$ cat config.mk
export PLATFORM = sky130hd
export DESIGN_NAME = wdog_cascade
export DESIGN_NICKNAME = d
export VERILOG_FILES = /design/src/rtl/wdc_pkg.sv /design/src/rtl/wdc_prescaler.sv /design/src/rtl/wdc_stage.sv /design/src/rtl/wdc_regs.sv /design/src/rtl/wdog_cascade.sv
export SDC_FILE = /design/constraint.sdc
export NUM_CORES = 1
export LEC_CHECK = 0
export BUFFER_PORTS_ARGS = -buffer_cell sky130_fd_sc_hd__buf_2
export CAP_MARGIN = 20
export CORE_MARGIN = 2
export CORE_UTILIZATION = 60
export CTS_BUF_LIST = sky130_fd_sc_hd__clkbuf_4
export DETAILED_ROUTE_END_ITERATION = 6
export HOLD_SLACK_MARGIN = 0.12
export PLACE_DENSITY = 0.82
export SETUP_SLACK_MARGIN = 0.4
export SLEW_MARGIN = 20
export SYNTH_ARGS = -nofsm -noshare
export SYNTH_HDL_FRONTEND = slang
export SYNTH_HIERARCHICAL = 1
export SYNTH_SLANG_ARGS = --single-unit
$ cat constraint.sdc
create_clock -name clk -period 4.99 [get_ports clk]
set_input_delay 0.998 -clock clk [delete_from_list [all_inputs] [get_ports clk]]
set_output_delay 0.998 -clock clk [all_outputs]
set_load 0.02 [all_outputs]
$ cat src/rtl/wdc_pkg.sv
package wdc_pkg;

    typedef enum logic [1:0] {
        ST_IDLE = 2'd0,
        ST_RUN  = 2'd1,
        ST_FIRE = 2'd2
    } wd_state_e;

    // control byte bit positions
    localparam int CTL_START = 7;
    localparam int CTL_NMI   = 6;
    localparam int CTL_ONE   = 5;
    localparam int PSC_W     = 5;

    // register addresses
    localparam logic ADDR_CTL = 1'b0;
    localparam logic ADDR_STS = 1'b1;

endpackage

$ cat src/rtl/wdc_prescaler.sv
module wdc_prescaler #(
    parameter int PW = 5
) (
    input  logic          clk,
    input  logic          rst_n,
    input  logic          clear,
    input  logic          en,
    input  logic [PW-1:0] psc,
    output logic          tick
);
    logic [PW-1:0] cnt_q;

    assign tick = en && !clear && (cnt_q == psc);

    always_ff @(posedge clk or negedge rst_n) begin
        if (!rst_n) begin
            cnt_q <= '0;
        end else if (clear) begin
            cnt_q <= '0;
        end else if (en) begin
            if (cnt_q == psc) cnt_q <= '0;
            else              cnt_q <= cnt_q + 1'b1;
        end
    end
endmodule

$ cat src/rtl/wdc_stage.sv
module wdc_stage #(
    parameter int W = 8
) (
    input  logic clk,
    input  logic rst_n,
    input  logic load,
    input  logic dec,
    output logic wrap
);
    logic [W-1:0] cnt_q;

    assign wrap = dec && !load && (cnt_q == '0);

    always_ff @(posedge clk or negedge rst_n) begin
        if (!rst_n)    cnt_q <= '1;
        else if (load) cnt_q <= '1;
        else if (dec)  cnt_q <= cnt_q - 1'b1;
    end
endmodule

$ cat src/rtl/wdc_regs.sv
module wdc_regs
    import wdc_pkg::*;
(
    input  logic       clk,
    input  logic       srst_n,
    input  logic       pin_rst_n,
    input  logic       bus_we,
    input  logic       bus_addr,
    input  logic [7:0] bus_wdata,
    input  logic       clr_start,
    input  logic       set_flag,
    output logic [7:0] ctrl_q,
    output logic       flag_q,
    output logic [7:0] bus_rdata,
    output logic       start_wr,
    output logic       stop_wr
);
    logic ctl_wr;
    logic sts_wr;

    assign ctl_wr   = bus_we && (bus_addr == ADDR_CTL);
    assign sts_wr   = bus_we && (bus_addr == ADDR_STS);
    assign start_wr = ctl_wr &&  bus_wdata[CTL_START];
    assign stop_wr  = ctl_wr && !bus_wdata[CTL_START];

    always_ff @(posedge clk or negedge srst_n) begin
        if (!srst_n) begin
            ctrl_q <= 8'h00;
        end else if (ctl_wr) begin
            ctrl_q <= bus_wdata;
        end else if (clr_start) begin
            ctrl_q[CTL_START] <= 1'b0;
        end
    end

    // survives the system reset; only the pin reset clears it
    always_ff @(posedge clk or negedge pin_rst_n) begin
        if (!pin_rst_n) begin
            flag_q <= 1'b0;
        end else if (set_flag) begin
            flag_q <= 1'b1;
        end else if (sts_wr && bus_wdata[0]) begin
            flag_q <= 1'b0;
        end
    end

    always_comb begin
        if (bus_addr == ADDR_STS) bus_rdata = {7'b0, flag_q};
        else                      bus_rdata = ctrl_q;
    end
endmodule

$ cat src/rtl/wdog_cascade.sv
module wdog_cascade
    import wdc_pkg::*;
#(
    parameter int STAGE_W = 8
) (
    input  logic       clk,
    input  logic       pin_rst_n,
    input  logic       sys_rst_n,
    input  logic       clk_en,
    input  logic       bus_we,
    input  logic       bus_addr,
    input  logic [7:0] bus_wdata,
    output logic [7:0] bus_rdata,
    output logic       nmi_o,
    output logic       wdt_rst_o
);
    localparam int NST = 2;

    wd_state_e st_q, st_d;
    logic       srst_n;
    logic [7:0] ctrl_q;
    logic       flag_q;
    logic       start_wr, stop_wr;
    logic       tick;
    logic       timeout;
    logic       clr_start;
    logic       set_flag;
    logic       act_nmi_q;
    logic [NST-1:0] wrap;
    logic [NST-1:0] dec;

    assign srst_n = sys_rst_n & pin_rst_n;

    wdc_regs u_regs (
        .clk       (clk),
        .srst_n    (srst_n),
        .pin_rst_n (pin_rst_n),
        .bus_we    (bus_we),
        .bus_addr  (bus_addr),
        .bus_wdata (bus_wdata),
        .clr_start (clr_start),
        .set_flag  (set_flag),
        .ctrl_q    (ctrl_q),
        .flag_q    (flag_q),
        .bus_rdata (bus_rdata),
        .start_wr  (start_wr),
        .stop_wr   (stop_wr)
    );

    wdc_prescaler #(.PW(PSC_W)) u_psc (
        .clk   (clk),
        .rst_n (srst_n),
        .clear (start_wr),
        .en    ((st_q == ST_RUN) && clk_en),
        .psc   (ctrl_q[PSC_W-1:0]),
        .tick  (tick)
    );

    for (genvar g = 0; g < NST; g++) begin : g_stage
        if (g == 0) begin : g_low
            assign dec[g] = tick;
        end else begin : g_high
            assign dec[g] = wrap[g-1] && !ctrl_q[CTL_ONE];
        end
        wdc_stage #(.W(STAGE_W)) u_stage (
            .clk   (clk),
            .rst_n (srst_n),
            .load  (start_wr),
            .dec   (dec[g]),
            .wrap  (wrap[g])
        );
    end

    assign timeout   = ctrl_q[CTL_ONE] ? wrap[0] : wrap[NST-1];
    assign clr_start = (st_q == ST_RUN) && timeout && !start_wr && !stop_wr;

    // next-state logic and state register
    always_comb begin
        st_d = st_q;
        if (start_wr) begin
            st_d = ST_RUN;
        end else if (stop_wr) begin
            st_d = ST_IDLE;
        end else begin
            unique case (st_q)
                ST_IDLE: st_d = ST_IDLE;
                ST_RUN:  st_d = timeout ? ST_FIRE : ST_RUN;
                ST_FIRE: st_d = ST_IDLE;
                default: st_d = ST_IDLE;
            endcase
        end
    end

    always_ff @(posedge clk or negedge srst_n) begin
        if (!srst_n) begin
            st_q      <= ST_IDLE;
            act_nmi_q <= 1'b0;
        end else begin
            st_q <= st_d;
            if (clr_start) act_nmi_q <= ctrl_q[CTL_NMI];
        end
    end

    // outputs decoded from state
    always_comb begin
        nmi_o     = 1'b0;
        wdt_rst_o = 1'b0;
        set_flag  = 1'b0;
        unique case (st_q)
            ST_IDLE: ;
            ST_RUN:  ;
            ST_FIRE: begin
                nmi_o     =  act_nmi_q;
                wdt_rst_o = !act_nmi_q;
                set_flag  = !act_nmi_q;
            end
            default: ;
        endcase
    end
endmodule

==> metrics.md, run 1 <==
| Metric | Value |
|---|---|
| Area of combinational cells with multiple inputs | 991.0 µm² |
| Antenna diode instance count | 0 |
| Amount of wire on met3 after detailed routing | 139 µm |
| Post-synth top area share | 0.2230 |
| Post-synth EDFFs | 0 |
| Total of flip-flops plus latches after synthesis | 33 |
| Die span in x | 60.39 µm |
| Placed wire-length estimate after detailed placement | 2606 µm |
| Count of boundary I/O pins | 24 |
| Routability Congestion | 0.8299 |
| Fin Clk Skew | 0.008768 ns |
| Highest fanout seen on the critical path | 10 |
| Pin count of the biggest net entering global routing | 33 |
| Share of the clock period used by the worst path | 0.8143 |
| Die span in y | 60.39 µm |
| Min cycle time layout | 4.064 ns |
| Kind of path behind the tightest hold check | input port to async pin |
| Worst-Margin Slew | 0.3863 ns |
| Yosys cell types | 47 |
| TritonCTS clock tree | done |
| Highest achievable clock rate | 246.1 MHz |
| Static leakage | 0.9762 nW |
| Worst-path cell with the longest stage delay | or4bb_1 |
| Number of global-route vias before repair | 1373 |
| Initial DRC count | 59 |
| Total setup buffers inserted after CTS | 0 |
| Setup repair after global routing missed its margin | false |
| Sequential share of the synthesized area | 0.4433 |
| Highest metal layer with signal wires | met4 |
| Count of standard-cell rows | 20 |
| Fraction of registers with async set/reset | 1.000 |
| Via count | 1366 |
| Sequential cell area | 845.8 µm² |
| Initial antenna violation count | 0 |
| Total wire length after detailed routing | 3541 µm |
| Kind of start point of the critical path | input port |
| Max-cap violations | 0 |
| Power density over the cells | 314.7 nW/µm² |
| Met2 wire length | 1741 µm |
| Worst voltage drop across the vdd grid | 0.2487 mV |
| Syn Std Cell Area | 1908 µm² |
| Overflow left after global routing | 0 |
| Cell count after synthesis | 170 |
| Number of nets at the end of the flow | 217 |
| Total Die Area | 3647 µm² |
| # port buffers | 23 |
| Routed wire per std cell | 14.57 µm |
| Core Box Area | 3028 µm² |
| Met1 layer wirelength in the final routing | 1614 µm |
| Required time worst endpoint | 5.23 ns |
| Sinks on Clock Net | 33 |
| Final hold violations | 0 |
| Buffers from clock root to sink, at most | 2 |
| Worst slew margin relative to its limit | 0.7351 |
| Most used DFF post-synth | dfrtp_1 |
| Post-synth net total | 189 |
| Maximum level of the CTS H-tree | 2 |
| Ordered list of cells on the worst path | buf_2, nor2b_4, and2_1, and4b_1, or4bb_1, nor3_1, and2b_2, or4bb_1, nor3_1, mux2i_1, nor4_4, nor2b_1, mux2_4 |
| Data arrival time at the worst-slack endpoint | 4.30 ns |
| Antenna Nets Post-Route | 0 |
| FILL cells | 221 |
| Delay of the slowest critical-path stage | 0.49 ns |
| Clock Pin Slew Worst Setup and Hold Paths | 0.10 ns |
| Mean number of vias per cell | 5.621 |
| Cell type with the highest aggregate area in the netlist | dfrtp_1 |
| Final number of setup-violating endpoints | 0 |
| Clock latency at the later pin of the worst-skew pair | 0.34 ns |
| Crit Path Class | input port to flop |
| CTS Hold Bufs | 0 |
| Post-route DRC violation count | 0 |
| Worst setup EP type | flop |
| Max-slew violation count | 0 |
| Length of the first detailed-routing pass in iterations | 4 |
| Total GRT Usage | 0.2278 |
| Synthesis Warnings | 6 |
| Setup tns final | 0 ns |
| CTS root buf | clkbuf_4 |
| Wire length of the first global-routing pass | 5989 µm |
| Initial cell density of the core | 0.6302 |
| Fraction of layout instances using a drive strength above 1 | 0.3518 |
| Number of buffers inserted during clock tree synthesis | 5 |
| Post-cts sizing count | 0 |
| Avg Synthesized Cell Area | 11.22 µm² |
| Area Growth Syn to Fin | 11.87% |
| Post-route total power | 0.6717 mW |
| Top cells by area in the synthesized netlist | dfrtp_1, dfstp_2, mux2_4 |
| Status | finished clean |
[sequential cells by signal, summed over array words and instances (netlist names)]
name and cells:
g_stage.u_stage/cnt_q 16, u_regs/ctrl_q 8, u_psc/cnt_q 5, st_q 2, act_nmi_q 1, u_regs/flag_q 1
[critical path, delay by kind of cell]
kind,cells,cell delay (ns)
AND/OR/NAND/NOR,10,2.68
buffers and inverters,1,0.17
multiplexers,2,0.45
[synth_stat cells (4+ instances only)]
cell type	number
nand2_1	8
or3_1	5
dfrtp_1	17
xor2_1	7
ha_1	5
mux2_4	9
or3b_2	4
dfstp_2	16
nor3_1	8
o21ai_0	10
nand3b_1	4
inv_1	7
nand2b_1	7
and2b_1	5
[kinds of logic after synthesis]
family | after synthesis | synth area share
xor+xnor | 9 | 0.04131
compound gates | 24 | 0.08394
mux | 13 | 0.09246
flops | 33 | 0.4433
buf+inv | 12 | 0.03738
fa+ha+maj | 5 | 0.03279
simple gates | 74 | 0.2689
[report_power, final]
part	switching (mW)	total (mW)	internal [mW]	leakage, nW
Clock	0.0904	0.200	0.110	0.0433
Combinational	0.0781	0.142	0.0644	0.548
Sequential	0.0326	0.329	0.297	0.385
Total	0.201	0.672	0.471	0.976
[through the flow]
stage | instance area (µm²) | utilization | hold slack [ns] | setup WS [ns] | std cells
after global routing | 2135 | 0.7050 | 0.3924 | 0.7129 | 243
after detailed placement | 2056 | 0.6789 | 0.4781 | 0.5671 | 235
after floorplan | 1908 | - | 0.4441 | 0.6361 | 170
after global placement | 2056 | 0.6789 | 0.4751 | 0.7371 | 235
final | 2135 | 0.7050 | 0.4118 | 0.9264 | 243
after CTS | 2135 | 0.7050 | 0.3990 | 0.9266 | 243
[final cells by class]
cell class | instances | area share
clock inverters | 2 | 0.01583
flip-flops and latches | 33 | 0.3962
inverters | 7 | 0.01231
repair buffers | 26 | 0.06448
clock buffers | 6 | 0.02110
well taps | 44 | 0.02579
multi-input cells | 125 | 0.4642
[path summary, 6_finish.rpt]
check / to / from / slack (ns) / depth (start not counted)
setup / recovery: u_regs/ctrl_q[7] / bus_addr / 0.93 / 13
hold / removal: u_regs/flag_q / pin_rst_n / 0.41 / 1
setup reg to reg: u_regs/ctrl_q[7] / u_psc/cnt_q[0] / 1.09 / 12
hold reg to reg: u_regs/flag_q / u_regs/flag_q / 0.50 / 1
max in group asynchronous: g_stage[0].u_stage/cnt_q[2] / pin_rst_n / 3.87 / 3
min in group clk: u_regs/flag_q / u_regs/flag_q / 0.50 / 1
[layout by cell type, fill, tap and decap left out, drive strengths merged, types with 4 or more instances in the layout]
cell / instances
nand2b: 7
and2b: 8
or3b: 6
nand3b: 4
dfstp: 16
clkbuf: 6
inv: 7
or3: 5
o21ai: 10
xor2: 7
ha: 5
buf: 26
mux2: 10
dfrtp: 17
nor4: 4
nor3: 9
nand2: 8
[per-layer routing]
layer | up-vias | GRT usage
li1 | 669 | -
met1 | 659 | 0.2679
met2 | 34 | 0.3882
met3 | 4 | 0.04051
met4 | 0 | 0.1365
met5 | - | 0
Note: power is estimated with default switching activity, not from simulation.
==> run 2, diff against run 1 <==
Settings changed: CORE_UTILIZATION 60 to 54, PLACE_DENSITY 0.82 to 0.78.
Clock period 4.99 ns to 3.61 ns, I/O delays scaled along.
==> run 2 against run 1 <==
  * Critical path depth down 1
  * Highest routed layer unchanged
  * Power up 34%
  * Die area up 10%
  * Largest power group unchanged
==> metrics.md, run 2 (synthesized netlist as in run 1, its figures left out) <==
| Metric | Value |
|---|---|
| Status | finished clean |
| Wire length of the first global-routing pass | 6610 µm |
| Min cycle time layout | 3.210 ns |
| Worst setup slack for register-to-register paths | 0.40 ns |
| Standard cell area after detailed placement | 2097 µm² |
| Initial DRC count | 71 |
| Worst-Margin Slew | 0.9336 ns |
| Die span in y | 63.45 µm |
| Number of global-route vias before repair | 1480 |
| Leading cell type in the layout, fill and taps excluded | buf_2 |
| Area of combinational cells with multiple inputs | 1022 µm² |
| Final hold violations | 0 |
| Crit Path Class | flop to flop |
| Area Growth Syn to Fin | 17.84% |
| CTS root buf | clkbuf_4 |
| Die span in x | 63.45 µm |
| TritonCTS clock tree | done |
| Sinks on Clock Net | 33 |
| Worst slack on hold paths | 0.5172 ns |
| Cell Count Post-Placement | 241 |
| Routability Congestion | 0.7595 |
| Clock latency at the later pin of the worst-skew pair | 0.35 ns |
| Worst voltage drop across the vdd grid | 0.2993 mV |
| Maximum level of the CTS H-tree | 2 |
| Initial antenna violation count | 0 |
| Kind of start point of the critical path | flop |
| Mean number of vias per cell | 5.531 |
| Post-route cell area | 2248 µm² |
| Post-layout worst setup margin | 0.3998 ns |
| Sequential cell area | 848.3 µm² |
| Largest register FFs | 16 |
| Count of boundary I/O pins | 24 |
| Fin Clk Skew | 0.01644 ns |
| Total GRT Usage | 0.2113 |
| Registers with the highest flip-flop counts | g_stage.u_stage/cnt_q x16, u_regs/ctrl_q x8, u_psc/cnt_q x5 |
| Final number of setup-violating endpoints | 0 |
| Highest fanout seen on the critical path | 4 |
| Placed wire-length estimate after detailed placement | 2637 µm |
| Placement Setup Slack | 0.07316 ns |
| Via count | 1427 |
| Antenna diode instance count | 0 |
| Share of the clock period used by the worst path | 0.8893 |
| Buffers from clock root to sink, at most | 2 |
| Pin count of the biggest net entering global routing | 29 |
| Clock Pin Slew Worst Setup and Hold Paths | 0.10 ns |
| Total Die Area | 4025 µm² |
| Total wire length after detailed routing | 3713 µm |
| Worst slew margin relative to its limit | 0.3776 |
| Core Box Area | 3363 µm² |
| FILL cells | 285 |
| Overflow left after global routing | 0 |
| Required time worst endpoint | 3.84 ns |
| Max-slew violation count | 0 |
| Length of the first detailed-routing pass in iterations | 5 |
| Routed wire per std cell | 14.39 µm |
| Max-cap violations | 0 |
| Power density over the cells | 401.4 nW/µm² |
| Number of nets at the end of the flow | 230 |
| Setup repair after global routing missed its margin | true |
| Static leakage | 1.030 nW |
| Setup tns final | 0 ns |
| Highest achievable clock rate | 311.5 MHz |
| Post-route DRC violation count | 0 |
| Worst setup EP type | flop |
| Kind of path behind the tightest hold check | flop to flop |
| Commonest cells after routing, fill and taps aside | buf_2, dfstp_2, dfrtp_1, buf_4 |
| Antenna Nets Post-Route | 0 |
| Count of standard-cell rows | 21 |
| Initial cell density of the core | 0.5673 |
| Data arrival time at the worst-slack endpoint | 3.44 ns |
| Number of buffers inserted during clock tree synthesis | 5 |
| Fraction of layout instances using a drive strength above 1 | 0.4340 |
| # port buffers | 23 |
| Number of cells in the finished layout apart from fillers | 258 |
| Register with the most flip-flops | g_stage.u_stage/cnt_q |
run 2: cell type report:
cell class	count	area share
Tap cell	46	0.02560
Timing Repair Buffer	39	0.1057
Clock buffer	7	0.02337
Multi-Input combinational cell	125	0.4546
Inverter	7	0.01169
Clock inverter	1	0.001669
Sequential cell	33	0.3773
run 2: routing by layer:
metal | track usage | vias to the layer above | routed length [µm]
li1 | - | 694 | -
met1 | 0.2582 | 685 | 1688
met2 | 0.3553 | 40 | 1806
met3 | 0.05714 | 8 | 167
met4 | 0.08152 | 0 | 51
met5 | 0 | - | 0
run 2: critical path: stages, from the launching register on:
cell and delay (ns):
dfrtp_2 0.45, xor2_1 0.20, nor3_2 0.24, and4b_2 0.26, or4bb_1 0.41, nor3_2 0.14
and2b_2 0.17, or4bb_1 0.41, nor3_2 0.15, mux2i_2 0.13, nor4_4 0.19, nor2b_1 0.08
mux2_4 0.27
run 2: metrics by stage:
| step | total power, mW | utilization |
|---|---|---|
| 2_1_floorplan | 0.6000 | - |
| 3_3_place_gp | 0.6432 | 0.6235 |
| 3_5_place_dp | 0.6550 | 0.6235 |
| 4_1_cts | 0.8915 | 0.6574 |
| 5_1_grt | 0.9643 | 0.6685 |
| 6_report | 0.9024 | 0.6685 |
run 2: report_power, final:
group,switching [mW],leakage [nW],internal (mW)
combinational,0.120,0.614,0.119
sequential,0.0419,0.382,0.412
clock,0.120,0.0338,0.0897
total,0.281,1.03,0.621
run 2: repair_timing:
| action | in CTS | in global routing |
|---|---|---|
| gates cloned | 0 | 0 |
| pin swaps | 6 | 2 |
| gates resized for setup | 5 | 2 |
| hold endpoints to repair | 0 | 1 |
| setup buffers | 5 | 3 |
| hold buffers | 0 | 1 |
| endpoints found under the setup margin | 4 | 4 |
run 2: final timing paths:
check,from,to,cells past startpoint
setup / recovery,u_psc/cnt_q[0],u_regs/ctrl_q[7],12
hold / removal,u_regs/flag_q,u_regs/flag_q,1
setup reg to reg,u_psc/cnt_q[0],u_regs/ctrl_q[7],12
hold reg to reg,u_regs/flag_q,u_regs/flag_q,1
max in group asynchronous,pin_rst_n,g_stage[0].u_stage/cnt_q[6],4
min in group asynchronous,sys_rst_n,act_nmi_q,2
